**src/rtl/frx_pkg.sv**
```systemverilog
package frx_pkg;
  typedef enum logic [2:0] {
    S_HUNT,
    S_LEN,
    S_DATA,
    S_SUM,
    S_HOLD
  } frx_state_e;
endpackage

```
**src/rtl/frx_sum.sv**
```systemverilog
module frx_sum #(
  parameter int BYTE_W = 8
) (
  input  logic              clk,
  input  logic              rst,
  input  logic              load,
  input  logic              add,
  input  logic [BYTE_W-1:0] din,
  output logic [BYTE_W-1:0] sum_o
);
  always_ff @(posedge clk) begin
    if (rst)       sum_o <= '0;
    else if (load) sum_o <= din;
    else if (add)  sum_o <= sum_o + din;
  end

  p_load_clears_r5: assert property (@(posedge clk) disable iff (rst)
    load |=> (sum_o == $past(din)));
endmodule

```
**src/rtl/frx_buf.sv**
```systemverilog
module frx_buf #(
  parameter int BYTE_W = 8,
  parameter int DEPTH  = 131,
  parameter int IDX_W  = 8
) (
  input  logic              clk,
  input  logic              we,
  input  logic [IDX_W-1:0]  wa,
  input  logic [BYTE_W-1:0] wd,
  input  logic [IDX_W-1:0]  ra,
  output logic [BYTE_W-1:0] rd
);
  logic [BYTE_W-1:0] mem [DEPTH];

  always_ff @(posedge clk) begin
    if (we) mem[wa] <= wd;
    rd <= mem[ra];
  end
endmodule

```
**src/rtl/frx_ctrl.sv**
```systemverilog
module frx_ctrl
  import frx_pkg::*;
#(
  parameter int BYTE_W   = 8,
  parameter int FUNC_MIN = 8'hF0,
  parameter int MAX_LEN  = 128,
  parameter int ERR_W    = 8,
  parameter int IDX_W    = 8
) (
  input  logic              clk,
  input  logic              rst,
  input  logic [BYTE_W-1:0] rx_data,
  input  logic              rx_valid,
  input  logic              rx_timeout,
  input  logic              consumer_release,
  input  logic [BYTE_W-1:0] sum_q,
  output logic              sum_load,
  output logic              sum_add,
  output logic              buf_we,
  output logic [IDX_W-1:0]  buf_wa,
  output logic              frm_done,
  output logic [BYTE_W-1:0] frm_func,
  output logic [BYTE_W-1:0] frm_len,
  output logic [ERR_W-1:0]  err_cnt
);
  frx_state_e        st;
  logic [BYTE_W-1:0] func_r, len_r, cnt_r;
  logic              in_frame, abort, code_ok, len_ok, sum_ok;

  assign in_frame = (st == S_LEN) || (st == S_DATA) || (st == S_SUM);
  assign abort    = in_frame && rx_timeout;
  assign code_ok  = rx_data >= BYTE_W'(FUNC_MIN);
  assign len_ok   = rx_data <= BYTE_W'(MAX_LEN);
  assign sum_ok   = (sum_q + rx_data) == '0;

  always_comb begin
    sum_load = 1'b0;
    sum_add  = 1'b0;
    buf_we   = 1'b0;
    buf_wa   = '0;
    if (rx_valid && !abort) begin
      case (st)
        S_HUNT: begin sum_load = code_ok; buf_we = code_ok; buf_wa = '0; end
        S_LEN:  begin sum_add = len_ok; buf_we = len_ok; buf_wa = IDX_W'(1); end
        S_DATA: begin sum_add = 1'b1; buf_we = 1'b1; buf_wa = IDX_W'(2) + IDX_W'(cnt_r); end
        S_SUM:  begin buf_we = 1'b1; buf_wa = IDX_W'(2) + IDX_W'(len_r); end
        default: ;
      endcase
    end
  end

  always_ff @(posedge clk) begin
    if (rst) begin
      st       <= S_HUNT;
      func_r   <= '0;
      len_r    <= '0;
      cnt_r    <= '0;
      frm_done <= 1'b0;
      frm_func <= '0;
      frm_len  <= '0;
      err_cnt  <= '0;
    end else begin
      frm_done <= 1'b0;
      if (abort) begin
        err_cnt <= err_cnt + ERR_W'(1);
        st      <= S_HUNT;
      end else begin
        case (st)
          S_HUNT: if (rx_valid) begin
            if (code_ok) begin
              func_r <= rx_data;
              st     <= S_LEN;
            end else begin
              err_cnt <= err_cnt + ERR_W'(1);
            end
          end
          S_LEN: if (rx_valid) begin
            if (!len_ok) begin
              err_cnt <= err_cnt + ERR_W'(1);
              st      <= S_HUNT;
            end else begin
              len_r <= rx_data;
              cnt_r <= '0;
              st    <= (rx_data == '0) ? S_SUM : S_DATA;
            end
          end
          S_DATA: if (rx_valid) begin
            cnt_r <= cnt_r + BYTE_W'(1);
            if (cnt_r == len_r - BYTE_W'(1)) st <= S_SUM;
          end
          S_SUM: if (rx_valid) begin
            if (sum_ok) begin
              frm_done <= 1'b1;
              frm_func <= func_r;
              frm_len  <= len_r;
              st       <= S_HOLD;
            end else begin
              err_cnt <= err_cnt + ERR_W'(1);
              st      <= S_HUNT;
            end
          end
          S_HOLD: if (consumer_release) st <= S_HUNT;
          default: st <= S_HUNT;
        endcase
      end
    end
  end

  p_done_single_r7: assert property (@(posedge clk) disable iff (rst)
    frm_done |=> !frm_done);
  p_len_ceiling_r3: assert property (@(posedge clk) disable iff (rst)
    frm_done |-> (frm_len <= BYTE_W'(MAX_LEN)));
  p_func_floor_r2: assert property (@(posedge clk) disable iff (rst)
    frm_done |-> (frm_func >= BYTE_W'(FUNC_MIN)));
  p_err_step_r10: assert property (@(posedge clk) disable iff (rst)
    1'b1 |=> (err_cnt == $past(err_cnt)) || (err_cnt == $past(err_cnt) + ERR_W'(1)));
  p_hold_sticks_r9: assert property (@(posedge clk) disable iff (rst)
    (st == S_HOLD && !consumer_release) |=> (st == S_HOLD) && $stable(err_cnt));
  p_cnt_bound_r4: assert property (@(posedge clk) disable iff (rst)
    (st == S_DATA) |-> (cnt_r < len_r));
  p_timeout_abort_r6: assert property (@(posedge clk) disable iff (rst)
    (in_frame && rx_timeout) |=> (st == S_HUNT) && !frm_done);
endmodule

```
**src/rtl/frame_rx.sv**
```systemverilog
module frame_rx #(
  parameter int BYTE_W   = 8,
  parameter int FUNC_MIN = 8'hF0,
  parameter int MAX_LEN  = 128,
  parameter int ERR_W    = 8,
  localparam int DEPTH   = MAX_LEN + 3,
  localparam int IDX_W   = $clog2(DEPTH)
) (
  input  logic              clk,
  input  logic              rst,
  input  logic [BYTE_W-1:0] rx_data,
  input  logic              rx_valid,
  input  logic              rx_timeout,
  input  logic              consumer_release,
  input  logic [IDX_W-1:0]  rd_idx,
  output logic [BYTE_W-1:0] rd_data,
  output logic              frm_done,
  output logic [BYTE_W-1:0] frm_func,
  output logic [BYTE_W-1:0] frm_len,
  output logic [ERR_W-1:0]  err_cnt
);
  logic              sum_load, sum_add, buf_we;
  logic [BYTE_W-1:0] sum_q;
  logic [IDX_W-1:0]  buf_wa;

  frx_ctrl #(
    .BYTE_W(BYTE_W), .FUNC_MIN(FUNC_MIN), .MAX_LEN(MAX_LEN),
    .ERR_W(ERR_W), .IDX_W(IDX_W)
  ) u_ctrl (
    .clk(clk), .rst(rst), .rx_data(rx_data), .rx_valid(rx_valid),
    .rx_timeout(rx_timeout), .consumer_release(consumer_release),
    .sum_q(sum_q), .sum_load(sum_load), .sum_add(sum_add),
    .buf_we(buf_we), .buf_wa(buf_wa), .frm_done(frm_done),
    .frm_func(frm_func), .frm_len(frm_len), .err_cnt(err_cnt)
  );

  frx_sum #(.BYTE_W(BYTE_W)) u_sum (
    .clk(clk), .rst(rst), .load(sum_load), .add(sum_add),
    .din(rx_data), .sum_o(sum_q)
  );

  frx_buf #(.BYTE_W(BYTE_W), .DEPTH(DEPTH), .IDX_W(IDX_W)) u_buf (
    .clk(clk), .we(buf_we), .wa(buf_wa), .wd(rx_data),
    .ra(rd_idx), .rd(rd_data)
  );
endmodule

```
**config.mk**
```make
export PLATFORM = sky130hd
export DESIGN_NAME = frame_rx
export DESIGN_NICKNAME = d
export VERILOG_FILES = /design/src/rtl/frx_pkg.sv /design/src/rtl/frx_sum.sv /design/src/rtl/frx_buf.sv /design/src/rtl/frx_ctrl.sv /design/src/rtl/frame_rx.sv
export SDC_FILE = /design/constraint.sdc
export NUM_CORES = 1
export LEC_CHECK = 0
export BUFFER_PORTS_ARGS = -buffer_cell sky130_fd_sc_hd__buf_4
export CAP_MARGIN = 10
export CORE_MARGIN = 1.5
export CORE_UTILIZATION = 51
export CTS_CLUSTER_SIZE = 16
export DETAILED_ROUTE_END_ITERATION = 8
export GPL_TIMING_DRIVEN = 1
export PLACE_DENSITY = 0.67
export SETUP_SLACK_MARGIN = 0.4
export SLEW_MARGIN = 10
export SYNTH_ARGS = -nofsm -noshare
export SYNTH_HDL_FRONTEND = slang
export SYNTH_SLANG_ARGS = --single-unit
```
**constraint.sdc**
```tcl
create_clock -name clk -period 8.55 [get_ports clk]
set_input_delay 2.565 -clock clk [delete_from_list [all_inputs] [get_ports clk]]
set_output_delay 2.565 -clock clk [all_outputs]
set_load 0.05 [all_outputs]
```
==> flow_summary.toml, run 1 <==
[grt]
antenna_found_initial = 0
grt_pass1_vias = 22390
gr-total-overflow = 0
grt_use_met2_pct = 38.63
grt_util_met3_pct = 3.837
use_met1_pct = 32.30
busiest_layer = "met2"
grt.total_usage_pct = 23.25
grt_pass1_wl_mm = 148.6
grt_max_degree = 119

[power]
combPwrFrac_pct = 5.1
power.internal_w = 0.009106
power_frac_clock_pct = 42.7
ir_drop_v = 0.0001643
p_seq_share_pct = 52.2
p_leak_nw = 15.48
switchingPower_w = 0.002394
swShare_pct = 20.82
p_per_area_mw_per_mm2 = 234.1

[yosys]
syn-num-nets = 2287
async_flop_share_pct = 0
synthCells = 2254
synth_warnings = 0
ys.flop_type = "edfxtp_1"
ys_seq_area_share_pct = 75.03
synth_area_sq_mm = 0.04376
synth_edf_count = 1048
synth.avg_cell_area_sq_um = 19.41
postSynthRegisterBits = 1116
yosys.cell_types.count = 65

[sta]
skew_ns = 0.02021
rsz0062_at_grt = "false"
tightest_slew_ns = 1.108
finalMaxSlewViolations = 0
finalSetupTns_ns = 0
final-setup-viol-count = 0
max_freq_ghz = 0.1777
period_share_pct = 65.82
hold_viol = 0
max-slew-margin-rel_pct = 25.66
fin_crit_ns = 5.628
whs_ns = 0.4821

[die]
die_h_um = 295.9
num_rows = 107
dieArea_sq_mm = 0.08756
start_util_pct = 51.39
die_w_um = 295.9
ios = 54
coreArea_sq_mm = 0.08515

[routing]
dr.pass1.iters = 5
vias_per_cell = 6.200
vias = 22090
routedWlPerCell_um = 28.12
drc = 0
detail-route-antenna-nets = 0
first_iter_violations = 2387
wirelength_mm = 100.2

[cts]
root_buffer = "clkbuf_16"
cts_buffer_depth = 3
cts_hold_buf = 0
clkSlewWorstSetupHoldPaths_ns = 0.06
cts_tree = "yes"
cts_made_buffers = 109
htree_levels = 3
cts_sinks = 1116
cts_resized = 0
cts_setup_buffers = 0
worstSkewPairLatency_ns = 0.67

[cells_and_area]
stdcell_count = 3563
area_growth_pct = 12.28
nets = 2358
drive_gt1_share_pct = 21.88

[place]
gp_congestion = 0.8539
dpl.hpwl_mm = 61.69
dp.cells = 3358
io_buffers = 53

[critical_path]
path_class = "in -> reg"
rrSetupSlack_ns = 3.17
r2r-end = "u_buf.mem[55][2]$_DFFE_PP_"
crit_start = "rx_data[5]"
arrival_ns = 5.90
required_ns = 8.83
reg2reg_depth = 9
cp_max_fo = 54
start_kind = "input port"
regToRegStartpoint = "u_ctrl.st[0]$_SDFFE_PP0P_"
cp-end-kind = "flop"
endpoint = "u_buf.mem[64][0]$_DFFE_PP_"

[job]
maxCapViolCount = 0

[run_status]
status = "complete, no violations"

[min_path]
holdCritPathClass = "reg -> reg"
-- per-stage QoR --
step                util [%]  instance area [sq um]  total power [W]  setup slack, ns
global placement       53.36                  45430         0.006689            2.293
detailed placement     53.36                  45430         0.006703            2.281
finish                 57.70                  49130          0.01150            2.922
global route           57.70                  49130          0.01181            2.759
CTS                    57.70                  49130          0.01157            2.986
floorplan                  -                  43760         0.006454            3.444
-- cells in the final DEF (no fill, tap or decap), drive strengths merged, types with 5 or more instances in the layout --
cell type / count
edfxtp: 1048
mux4: 256
nor2: 206
clkbuf: 138
nand2: 102
buf: 88
a22oi: 80
dfxtp: 68
mux2i: 47
clkinv: 45
a22o: 33
a221oi: 33
o21ai: 26
a21oi: 25
xnor2: 18
nor2b: 18
o221ai: 16
bufinv: 16
nand3: 13
inv: 12
nor3: 11
xor2: 11
ha: 11
nor3b: 10
nand2b: 8
mux2: 7
nand4: 6
and3: 6
a31oi: 6
nor4: 5
-- cell type report --
class,count,area [sq um]
clock inverters,66,754.5
inverters,11,41.29
well taps,1144,1431
diodes,1,2.502
multi-input cells,999,10390
fillers,6242,36010
flip-flops and latches,1116,32830
repair buffers,88,738.2
clock buffers,138,2942
-- cells in the mapped netlist, drive strengths merged, types with 3 or more instances --
library cell	instances	area, sq um
dfxtp	68	1361
a22oi	80	600.6
nor4	5	46.29
ha	11	137.6
o21ai	26	130.1
a22o	33	289.0
nand3b	4	30.03
xnor2	18	157.7
o221ai	16	140.1
nor3b	10	75.07
and3	6	37.54
edfxtp	1048	31470
nand4	6	37.54
mux2	7	78.83
buf	43	203.9
a21oi	25	125.1
nor2	206	773.2
nand3	13	65.06
mux2i	47	470.5
nand2b	8	50.05
a211oi	3	27.52
clkbuf	85	319.1
a221oi	33	289.0
nand2	102	382.9
and2	4	25.02
nor3	11	55.05
xor2	11	96.34
inv	11	41.29
or4	4	30.03
mux4	256	5766
nor2b	18	112.6
a31oi	6	37.54
-- registers in the layout (all words and copies together), names as in the netlist --
register and cells:
u_sum.sum_o 8, u_buf.mem 1048, u_ctrl.func_r 8, u_ctrl.cnt_r 8, u_ctrl.frm_len 8, u_ctrl.frm_done 1, u_ctrl.err_cnt 8, u_ctrl.st 3
u_ctrl.len_r 8, u_ctrl.frm_func 8, u_buf.rd 8
-- worst min-delay path by stage --
stage                                  start                            end  slack [ns]  depth (start not counted)
6_report         u_sum.sum_o[6]$_SDFFE_PP0P_    u_sum.sum_o[6]$_SDFFE_PP0P_        0.48                          2
5_1_grt          u_sum.sum_o[3]$_SDFFE_PP0P_    u_sum.sum_o[3]$_SDFFE_PP0P_        0.50                          2
4_1_cts          u_sum.sum_o[3]$_SDFFE_PP0P_    u_sum.sum_o[3]$_SDFFE_PP0P_        0.49                          2
3_5_place_dp     u_sum.sum_o[6]$_SDFFE_PP0P_    u_sum.sum_o[6]$_SDFFE_PP0P_        0.47                          2
3_3_place_gp   u_ctrl.func_r[5]$_SDFFE_PP0P_  u_ctrl.func_r[5]$_SDFFE_PP0P_        0.46                          2
2_1_floorplan  u_ctrl.func_r[0]$_SDFFE_PP0P_  u_ctrl.func_r[0]$_SDFFE_PP0P_        0.44                          2
-- worst max-delay path: stages --
cell      delay, ns
buf_4          0.26
nor4_1         0.41
nand2_1        0.17
a211oi_1       0.49
o311a_1        0.28
nor2b_1        0.28
nand2_1        0.60
nor2_1         0.79
-- layer usage --
metal  vias up  routed length, um
met4         0               2543
met3       156               7225
met1     11550              40100
li1       9397                  -
met5         -                  0
met2       991              50310
-- power by group through the flow --
stage	logic, W	registers (W)	clock network (W)
2_1_floorplan	0.000324	0.00613	0
3_3_place_gp	0.000575	0.00611	0
3_5_place_dp	0.000589	0.00611	0
4_1_cts	0.000590	0.00600	0.00498
5_1_grt	0.000625	0.00600	0.00519
6_report	0.000587	0.00600	0.00491
-- kinds of logic (layout without fill, tap and decap cells) --
group,count (synthesis),in the layout,synth area share [%]
and+or+nand+nor,402,402,4.029
muxes,310,310,14.43
other,0,1,0
xor gates and xnor gates,30,30,0.6319
AOI/OAI and AO/OA,245,245,4.226
adders and majority gates,12,12,0.3603
buffers and inverters,139,303,1.290
DFF,1116,1116,75.03
No activity file was read; power rests on OpenSTA's default activity.
==> run 2, diff against run 1 <==
- ABC_AREA: unset -> 1
- PLACE_DENSITY: 0.67 -> 0.69
- clock period: 8.55 -> 4.56 ns (I/O delays scaled with it)
==> flow_summary.toml, run 2 <==
[routing]
detail-route-antenna-nets = 0
wirelength_mm = 122.0
vias = 31740
dr.pass1.iters = 6
vias_per_cell = 5.858
first_iter_violations = 3834
drc = 0
routedWlPerCell_um = 22.50

[yosys]
synth_area_leaders = "edfxtp_1 (68%), nand3_1 (11%), nand2_1 (10%)"
yosys.cell_types.count = 39
synthTopCellsByCount = "nand2_1 (1246), edfxtp_1 (1048), nand3_1 (1025)"
yosys.area.top_type = "edfxtp_1"
ys.flop_type = "edfxtp_1"
synth.avg_cell_area_sq_um = 11.20
ys_seq_area_share_pct = 71.45
syn-num-nets = 4134
postSynthRegisterBits = 1116
async_flop_share_pct = 0
synth_edf_count = 1048
synth_area_sq_mm = 0.04595
post-synth-top-count-cell = "nand2_1"
synth_top_area_share_pct = 68.49
synth_warnings = 0
synthCells = 4101

[cells_and_area]
final_cell_mix = "nand2_1 (1246), edfxtp_1 (1048), nand3_1 (1025), nor2_1 (222), buf_4 (173)"
stdcell_count = 5419
design_area_sq_mm = 0.05167
largest_reg_flops = 1048
regMostFlops = "u_buf.mem"
nets = 4197
area_growth_pct = 12.46
final_common_cell = "nand2_1"
drive_gt1_share_pct = 9.146

[place]
dpl.hpwl_mm = 70.01
dp.cells = 5217
gp_congestion = 0.9199
io_buffers = 53
place_area_sq_mm = 0.04826

[critical_path]
cp-end-kind = "flop"
crit_path_cell_trace = "buf_4 -> nand2_1 -> nor2_1 -> nor2_4 -> inv_2 -> a21oi_4 -> nand2_1 -> nor2_1 -> nand2_1 -> buf_4 -> nor2_2"
required_ns = 4.86
slowest_stage = "nand2_1"
path_class = "in -> reg"
arrival_ns = 3.96
cpMostUsedCell = "nand2_1"
reg2reg_depth = 13
cp_max_fo = 9
slowest_delay_ns = 0.52
start_kind = "input port"

[die]
die_w_um = 303.2
die_h_um = 303.2
num_rows = 109
coreArea_sq_mm = 0.08878
dieArea_sq_mm = 0.09191
start_util_pct = 51.76
ios = 54

[grt]
gr-total-overflow = 0
grt.total_usage_pct = 26.43
grt_pass1_wl_mm = 182.4
grt_pass1_vias = 30360
antenna_found_initial = 3
grt_max_degree = 157

[sta]
fin_crit_ns = 3.662
max-slew-margin-rel_pct = 21.93
rsz0062_at_grt = "false"
whs_ns = 0.4634
max_freq_ghz = 0.2731
finalSetupTns_ns = 0
final-setup-viol-count = 0
hold_viol = 0
period_share_pct = 80.30
skew_ns = 0.02732
finalMaxSlewViolations = 0
tightest_slew_ns = 1.164

[cts]
htree_levels = 3
cts_tree = "yes"
cts_made_buffers = 110
root_buffer = "clkbuf_16"
clkSlewWorstSetupHoldPaths_ns = 0.06
cts_hold_buf = 0
cts_sinks = 1116
cts_setup_buffers = 0
worstSkewPairLatency_ns = 0.67
cts_resized = 0
cts_buffer_depth = 3

[power]
p_per_area_mw_per_mm2 = 413.5
p_total_w = 0.02137
p_leak_nw = 18.54
ir_drop_v = 0.0003652

[min_path]
hold_path_depth = 2
holdCritPathClass = "reg -> reg"

[job]
maxCapViolCount = 0

[run_status]
status = "complete, no violations"
run 2: cell types whose count changed in the layout (fill, tap and decap cells not counted), sizes merged, moves of 18 or more:
cell	delta
nand2	+1144
nand3	+1026
mux4	-256
buf	+112
a22oi	-80
inv	+62
mux2i	-47
a221oi	-33
a22o	-33
nor2	+24
nor2b	-18
run 2: report_power, final:
| part | leakage (nW) | total, W | switching, W | internal [W] |
|---|---|---|---|---|
| registers | 9.97 | 0.0113 | 0.0000223 | 0.0112 |
| logic | 6.91 | 0.00144 | 0.00108 | 0.000359 |
| clock network | 1.66 | 0.00867 | 0.00374 | 0.00493 |
| total | 18.5 | 0.0214 | 0.00484 | 0.0165 |
run 2: area by class of cell:
class,count,area [sq um]
fillers,7160,37110
flip-flops and latches,1116,32830
clock buffers,146,2959
well taps,1165,1458
multi-input cells,2662,11850
diodes,1,2.502
repair buffers,201,1831
inverters,73,291.5
clock inverters,55,451.7
run 2: cell families (layout without fill, tap and decap cells):
family | Yosys count | count (layout) | share of synthesized area [%]
flip-flops | 1116 | 1116 | 71.45
AO/OA/AOI/OAI | 98 | 98 | 1.187
AND/OR/NAND/NOR | 2535 | 2535 | 23.93
XOR/XNOR | 17 | 17 | 0.3240
other | 0 | 1 | 0
buffers and inverters | 323 | 475 | 2.761
adder cells (fa/ha/maj) | 12 | 12 | 0.3431
run 2: layer usage:
layer	track usage, %	wire length (um)
met1	35.74	48340
met2	42.61	57400
met3	5.097	11510
met4	10.10	4681
met5	0	13
run 2: worst paths after layout:
path	start	to	slack, ns
min reg2reg	u_ctrl.func_r[2]$_SDFFE_PP0P_	u_ctrl.func_r[2]$_SDFFE_PP0P_	0.46
min	u_ctrl.func_r[2]$_SDFFE_PP0P_	u_ctrl.func_r[2]$_SDFFE_PP0P_	0.46
max reg2reg	u_ctrl.st[2]$_SDFFE_PP0P_	u_buf.mem[114][7]$_DFFE_PP_	0.96
max	rx_timeout	u_buf.mem[114][7]$_DFFE_PP_	0.90
run 2: through the flow:
| stage | util [%] | setup slack (ns) |
|---|---|---|
| 6_report | 58.20 | 0.8981 |
| 5_1_grt | 58.20 | 0.7367 |
| 4_1_cts | 58.20 | 0.9799 |
| 3_5_place_dp | 54.36 | 0.2729 |
| 3_3_place_gp | 54.36 | 0.3985 |
| 2_1_floorplan | - | 1.188 |
run 2: worst max-delay path, delay by kind of cell:
family / cells / cell delay [ns]
AOI/OAI and AO/OA: 1 / 0.33
and+or+nand+nor: 7 / 1.67
buffers and inverters: 3 / 0.57
